==> config.mk <==
export PLATFORM = sky130hd
export DESIGN_NAME = pal_frame_gen
export DESIGN_NICKNAME = d
export VERILOG_FILES = /design/src/rtl/pal_fg_pkg.sv /design/src/rtl/pal_fg_seq.sv /design/src/rtl/pal_fg_sync.sv /design/src/rtl/pal_fg_bars.sv /design/src/rtl/pal_frame_gen.sv
export SDC_FILE = /design/constraint.sdc
export NUM_CORES = 1
export LEC_CHECK = 0
export CORE_MARGIN = 5
export CORE_UTILIZATION = 50
export CTS_CLUSTER_SIZE = 16
export DETAILED_ROUTE_END_ITERATION = 16
export HOLD_SLACK_MARGIN = 0.02
export PLACE_DENSITY = 0.68
export SYNTH_ARGS = -nofsm -noshare
export SYNTH_HDL_FRONTEND = slang
export SYNTH_SLANG_ARGS = --single-unit
==> constraint.sdc <==
create_clock -name clk_i -period 2.9 [get_ports clk_i]
set_input_delay 0.58 -clock clk_i [delete_from_list [all_inputs] [get_ports clk_i]]
set_output_delay 0.58 -clock clk_i [all_outputs]
set_load 0.05 [all_outputs]
==> src/rtl/pal_fg_pkg.sv <==
package pal_fg_pkg;

  typedef enum logic [1:0] {
    PH_BROAD   = 2'd0,
    PH_EQ_PRE  = 2'd1,
    PH_LINES   = 2'd2,
    PH_EQ_POST = 2'd3
  } pal_phase_e;

  // Sync level for a given phase and segment cycle: low for the leading part.
  function automatic logic sync_level(pal_phase_e ph, int unsigned pos,
                                      int unsigned broad_low,
                                      int unsigned short_low,
                                      int unsigned hsync);
    unique case (ph)
      PH_BROAD: sync_level = (pos >= broad_low);
      PH_LINES: sync_level = (pos >= hsync);
      default:  sync_level = (pos >= short_low);
    endcase
  endfunction

  // First line cycle of bar k.
  function automatic int unsigned band_edge(int unsigned act0,
                                            int unsigned band,
                                            int unsigned k);
    band_edge = act0 + band * k;
  endfunction

  function automatic int unsigned max_of4(int unsigned a, int unsigned b,
                                          int unsigned c, int unsigned d);
    int unsigned m;
    m = a;
    if (b > m) m = b;
    if (c > m) m = c;
    if (d > m) m = d;
    max_of4 = m;
  endfunction

endpackage

==> src/rtl/pal_fg_seq.sv <==
module pal_fg_seq
  import pal_fg_pkg::*;
#(
  parameter int unsigned HALF_CYC    = 768,
  parameter int unsigned NUM_BROAD   = 5,
  parameter int unsigned NUM_EQ_PRE  = 5,
  parameter int unsigned NUM_LINES   = 304,
  parameter int unsigned NUM_EQ_POST = 5,
  localparam int unsigned LINE_CYC   = 2 * HALF_CYC,
  localparam int unsigned POS_W      = $clog2(LINE_CYC),
  localparam int unsigned MAX_CNT    = max_of4(NUM_BROAD, NUM_EQ_PRE, NUM_LINES, NUM_EQ_POST),
  localparam int unsigned IDX_W      = $clog2(MAX_CNT + 1)
) (
  input  logic             clk_i,
  input  logic             rst_i,
  output pal_phase_e       phase_o,
  output logic [POS_W-1:0] pos_o,
  output logic [IDX_W-1:0] idx_o
);

  pal_phase_e       phase_q;
  logic [POS_W-1:0] pos_q;
  logic [IDX_W-1:0] idx_q;
  logic [POS_W-1:0] seg_last;
  logic [IDX_W-1:0] idx_last;
  pal_phase_e       phase_nxt;

  always_comb begin
    seg_last = (phase_q == PH_LINES) ? POS_W'(LINE_CYC - 1) : POS_W'(HALF_CYC - 1);
    unique case (phase_q)
      PH_BROAD:  begin idx_last = IDX_W'(NUM_BROAD - 1);   phase_nxt = PH_EQ_PRE;  end
      PH_EQ_PRE: begin idx_last = IDX_W'(NUM_EQ_PRE - 1);  phase_nxt = PH_LINES;   end
      PH_LINES:  begin idx_last = IDX_W'(NUM_LINES - 1);   phase_nxt = PH_EQ_POST; end
      default:   begin idx_last = IDX_W'(NUM_EQ_POST - 1); phase_nxt = PH_BROAD;   end
    endcase
  end

  always_ff @(posedge clk_i) begin
    if (rst_i) begin
      phase_q <= PH_BROAD;
      pos_q   <= '0;
      idx_q   <= '0;
    end else if (pos_q == seg_last) begin
      pos_q <= '0;
      if (idx_q == idx_last) begin
        idx_q   <= '0;
        phase_q <= phase_nxt;
      end else begin
        idx_q <= idx_q + 1'b1;
      end
    end else begin
      pos_q <= pos_q + 1'b1;
    end
  end

  assign phase_o = phase_q;
  assign pos_o   = pos_q;
  assign idx_o   = idx_q;

endmodule

==> src/rtl/pal_fg_sync.sv <==
module pal_fg_sync
  import pal_fg_pkg::*;
#(
  parameter int unsigned POS_W     = 11,
  parameter int unsigned BROAD_LOW = 720,
  parameter int unsigned SHORT_LOW = 48,
  parameter int unsigned HSYNC_CYC = 96
) (
  input  pal_phase_e       phase_i,
  input  logic [POS_W-1:0] pos_i,
  output logic             sync_o
);

  always_comb begin
    sync_o = sync_level(phase_i, 32'(pos_i), BROAD_LOW, SHORT_LOW, HSYNC_CYC);
  end

endmodule

==> src/rtl/pal_fg_bars.sv <==
module pal_fg_bars
  import pal_fg_pkg::*;
#(
  parameter int unsigned              POS_W      = 11,
  parameter int unsigned              HSYNC_CYC  = 96,
  parameter int unsigned              BPORCH_CYC = 192,
  parameter int unsigned              BAND_CYC   = 416,
  parameter int unsigned              NUM_BANDS  = 3,
  parameter logic [NUM_BANDS-1:0]     BAND_MASK  = 3'b101,
  localparam int unsigned             ACT0       = HSYNC_CYC + BPORCH_CYC
) (
  input  pal_phase_e       phase_i,
  input  logic [POS_W-1:0] pos_i,
  output logic             video_o
);

  logic [NUM_BANDS-1:0] band_hit;

  for (genvar k = 0; k < NUM_BANDS; k++) begin : g_band
    localparam int unsigned LO = band_edge(ACT0, BAND_CYC, k);
    localparam int unsigned HI = band_edge(ACT0, BAND_CYC, k + 1);
    assign band_hit[k] = (phase_i == PH_LINES) &&
                         (32'(pos_i) >= LO) && (32'(pos_i) < HI);
  end

  assign video_o = |(band_hit & BAND_MASK);

endmodule

==> src/rtl/pal_frame_gen.sv <==
module pal_frame_gen
  import pal_fg_pkg::*;
#(
  parameter int unsigned          HALF_CYC    = 768,
  parameter int unsigned          BROAD_LOW   = 720,
  parameter int unsigned          SHORT_LOW   = 48,
  parameter int unsigned          HSYNC_CYC   = 96,
  parameter int unsigned          BPORCH_CYC  = 192,
  parameter int unsigned          BAND_CYC    = 416,
  parameter int unsigned          NUM_BANDS   = 3,
  parameter logic [NUM_BANDS-1:0] BAND_MASK   = 3'b101,
  parameter int unsigned          NUM_BROAD   = 5,
  parameter int unsigned          NUM_EQ_PRE  = 5,
  parameter int unsigned          NUM_LINES   = 304,
  parameter int unsigned          NUM_EQ_POST = 5
) (
  input  logic clk_i,
  input  logic rst_i,
  output logic sync_o,
  output logic video_o,
  output logic frame_start_o,
  output logic line_start_o
);

  localparam int unsigned LINE_CYC = 2 * HALF_CYC;
  localparam int unsigned POS_W    = $clog2(LINE_CYC);
  localparam int unsigned MAX_CNT  = max_of4(NUM_BROAD, NUM_EQ_PRE, NUM_LINES, NUM_EQ_POST);
  localparam int unsigned IDX_W    = $clog2(MAX_CNT + 1);

  pal_phase_e       phase_w;
  logic [POS_W-1:0] pos_w;
  logic [IDX_W-1:0] idx_w;

  // Named internal events, observed by the checker.
  logic seg_start_w;
  logic in_lines_w;

  pal_fg_seq #(
    .HALF_CYC   (HALF_CYC),
    .NUM_BROAD  (NUM_BROAD),
    .NUM_EQ_PRE (NUM_EQ_PRE),
    .NUM_LINES  (NUM_LINES),
    .NUM_EQ_POST(NUM_EQ_POST)
  ) seq_i (
    .clk_i  (clk_i),
    .rst_i  (rst_i),
    .phase_o(phase_w),
    .pos_o  (pos_w),
    .idx_o  (idx_w)
  );

  pal_fg_sync #(
    .POS_W    (POS_W),
    .BROAD_LOW(BROAD_LOW),
    .SHORT_LOW(SHORT_LOW),
    .HSYNC_CYC(HSYNC_CYC)
  ) sync_i (
    .phase_i(phase_w),
    .pos_i  (pos_w),
    .sync_o (sync_o)
  );

  pal_fg_bars #(
    .POS_W     (POS_W),
    .HSYNC_CYC (HSYNC_CYC),
    .BPORCH_CYC(BPORCH_CYC),
    .BAND_CYC  (BAND_CYC),
    .NUM_BANDS (NUM_BANDS),
    .BAND_MASK (BAND_MASK)
  ) bars_i (
    .phase_i(phase_w),
    .pos_i  (pos_w),
    .video_o(video_o)
  );

  assign seg_start_w   = (pos_w == '0);
  assign in_lines_w    = (phase_w == PH_LINES);
  assign frame_start_o = !rst_i && seg_start_w && (phase_w == PH_BROAD) && (idx_w == '0);
  assign line_start_o  = !rst_i && seg_start_w && in_lines_w;

endmodule

==> metrics <==
gr ovfl total 0; post-synthesis xor/xnor area fraction 0.0674; CTS Hold Bufs 0; Fin. Hold Viols 0; n_diodes 0; # port buffers 5; largest net degree at the start of global routing 19; clock share of power 0.330; R2R setup slack 0.48 ns; slew margin rel. 0.574; Sink Count 22; DIE WIDTH 61.0 µm; RSZ-0062 raised after global routing false; main combinational cell family by area after synthesis simple AND/OR/NAND/NOR gates; clock slew at reported path FFs 0.12 ns; core area 2480 µm²; Comb pwr share 0.067; number of global-route vias before repair 1,050; Post-Syn Area 1300 µm²; Int Pwr 0.000397 W; final setup violation count 0; initial antenna violation count 0; crit end category output port; Peak Freq 380 MHz; Num CTS Buffers 3; root buffer cell clkbuf_4; GR Util All Layers 0.170; WL final 2.67 mm; Pwr Density 360 nW/µm²; NetSw 0.000117 W; Post-synth EDFFs 0; CP cell instances clkdlybuf4s50_1 -> nor4b_1 -> nand3_1 -> nor4_2 -> buf_12; later-pin clock latency in the skew report 0.30 ns; Initial Util 0.525; vias 1,139; critical path fanouts, max 2; Compound-Gate Fraction of Synth Area 0.195; post-layout net count 173; Final Core Density 0.577; total power 0.000514 W; simple-gate share of the synthesized area 0.284; CP Class input port to output port; H-tree Lvls 1; Final Wtd Congestion 0.870; Lkg Pwr 0.540 nW; status finished clean; Reg power frac 0.603; Tmin final 2.63 ns; CP max-delay cell clkdlybuf4s50_1; fraction of the mapped netlist area in adder cells 0.0577; clock skew 0.00787 ns; Worst Path Required 2.32 ns; WP data arrival 2.05 ns; mux share of post-synthesis cell area 0; delay-heaviest family, CP simple AND/OR/NAND/NOR gates; Cells after Synth 160; count of different cell masters after synthesis 39; Detailed Place HPWL 2.03 mm; Final Max Tran Viols 0; period utilization 0.908; die area 3720 µm²; top cells by area in the synthesized netlist dfxtp_1 (34%), ha_1 (5.8%), a21oi_1 (5.0%); # rows 18; io pins 6; post-synth top area cell dfxtp_1; CTS tree built; syn_area_per_cell 8.12 µm²; Peak VDD IR 277 µV; CP Launch Type input port; Tightest Pin Transition 0.635 ns; ANT nets after route 0; Largest stage delay, worst path 0.43 ns; Pre-antenna DRT Iters 4; Setup WS pre-CTS 0.309 ns; Setup TNS 0 ns; layout cell share with drive strength beyond 1 0.0793; synth warn 0; post-synthesis sequential area ratio 0.339; worst min-delay path category register to register; wire length per cell 13.8 µm; vias per cell 5.87; top cell type's share of synthesized area 0.339; Max-Cap Viols 0; CTS Buffer Depth 2; first-pass GRT wire length 4.80 mm; Layout area overhead 9.91%; final worst slack 0.266 ns; worst path bufs/invs 2; final hold slack 0.486 ns; post-synthesis register bit count 22; DIE HEIGHT 61.0 µm; 1st-iter DRT viols 61; number of remaining DRC errors 0; post-synth net total 168; top_reg_cell synth dfxtp_1; switching share of power 0.228; Async SR Flop Fraction 0
Yosys cell counts, types with 3 or more instances:
cell type   n
a21oi_1    13
and2_1      3
and3_1      4
and4_1      3
clkbuf_1    4
dfxtp_1    22
ha_1        6
inv_1      10
nand2_1    14
nand3_1     5
nand4_1     5
nor2_1     14
nor3_1      6
o211ai_1    3
o21ai_0     7
o31ai_1     4
or3_1       4
xnor2_1     4
xor2_1      6
worst reg2reg max path: stages (launching register included):
cell      delay [ns]
dfxtp_1         0.36
inv_1           0.06
ha_1            0.21
buf_4           0.17
nor4b_4         0.34
o211ai_2        0.34
o31ai_2         0.68
a21oi_1         0.11
cells in the final DEF (no fill, tap or decap), types with 2 or more instances in the layout:
| cell type | Yosys | final |
|---|---|---|
| dfxtp_1 | 22 | 22 |
| nor2_1 | 14 | 14 |
| nand2_1 | 14 | 14 |
| a21oi_1 | 13 | 13 |
| inv_1 | 10 | 10 |
| o21ai_0 | 7 | 7 |
| nor3_1 | 6 | 6 |
| xor2_1 | 6 | 6 |
| ha_1 | 6 | 6 |
| nand3_1 | 5 | 5 |
| nand4_1 | 5 | 5 |
| o31ai_1 | 4 | 4 |
| and3_1 | 4 | 4 |
| xnor2_1 | 4 | 4 |
| or3_1 | 4 | 4 |
| o211ai_1 | 3 | 3 |
| and4_1 | 3 | 3 |
| and2_1 | 3 | 3 |
| clkbuf_4 | 0 | 3 |
| buf_4 | 0 | 3 |
| or4_1 | 2 | 2 |
| buf_12 | 0 | 2 |
cell families (layout without fill, tap and decap cells):
family / Yosys count / after routing
and+or+nand+nor: 67 / 67
AOI/OAI and AO/OA: 38 / 38
DFF: 22 / 22
buffers and inverters: 17 / 21
xor gates and xnor gates: 10 / 10
adders and majority gates: 6 / 6
cell type report:
cell class                      count  area [µm²]
Multi-Input combinational cell    121         792
Tap cell                           30        37.5
Clock buffer                        4        36.3
Fill cell                         226        1050
Sequential cell                    22         440
Timing Repair Buffer                7        85.1
Inverter                           10        37.5
what timing repair did:
item                       4_1_cts  5_1_grt
setup buffers                    0        0
resized for setup                0        1
setup endpoints to repair        0        1
per-layer routing:
metal	vias to the layer above	global-route usage	routed length, µm
li1	587	-	-
met1	536	0.242	1350
met2	14	0.261	1210
met3	2	0.0255	74
met4	0	0.0557	25
met5	-	0	0
power groups by stage:
stage	combinational (W)	clock [W]	sequential, W
floorplan	0.0000197	0	0.000316
global placement	0.0000338	0	0.000317
detailed placement	0.0000343	0	0.000317
CTS	0.0000345	0.000172	0.000310
global route	0.0000373	0.000192	0.000311
finish	0.0000344	0.000170	0.000310
final timing paths:
check	end	cells after the start	from
worst min register to register	seq_i.pos_o[0]$_SDFF_PP0_	1	seq_i.pos_o[0]$_SDFF_PP0_
worst max register to register	seq_i.idx_o[6]$_SDFFE_PP0P_	7	seq_i.phase_o[0]$_SDFFE_PP0P_
worst max-delay path	frame_start_o	5	rst_i
worst min-delay path	seq_i.pos_o[0]$_SDFF_PP0_	1	seq_i.pos_o[0]$_SDFF_PP0_
per-stage QoR:
stage | std cells | area [µm²]
3_5_place_dp | 190 | 1390
2_1_floorplan | 160 | 1310
6_report | 194 | 1430
3_3_place_gp | 190 | 1390
5_1_grt | 194 | 1430
4_1_cts | 194 | 1430
registers in the layout (all words and copies together) (netlist names):
signal         count
seq_i.idx_o        9
seq_i.phase_o      2
seq_i.pos_o       11
No activity file was read; power rests on OpenSTA's default activity.
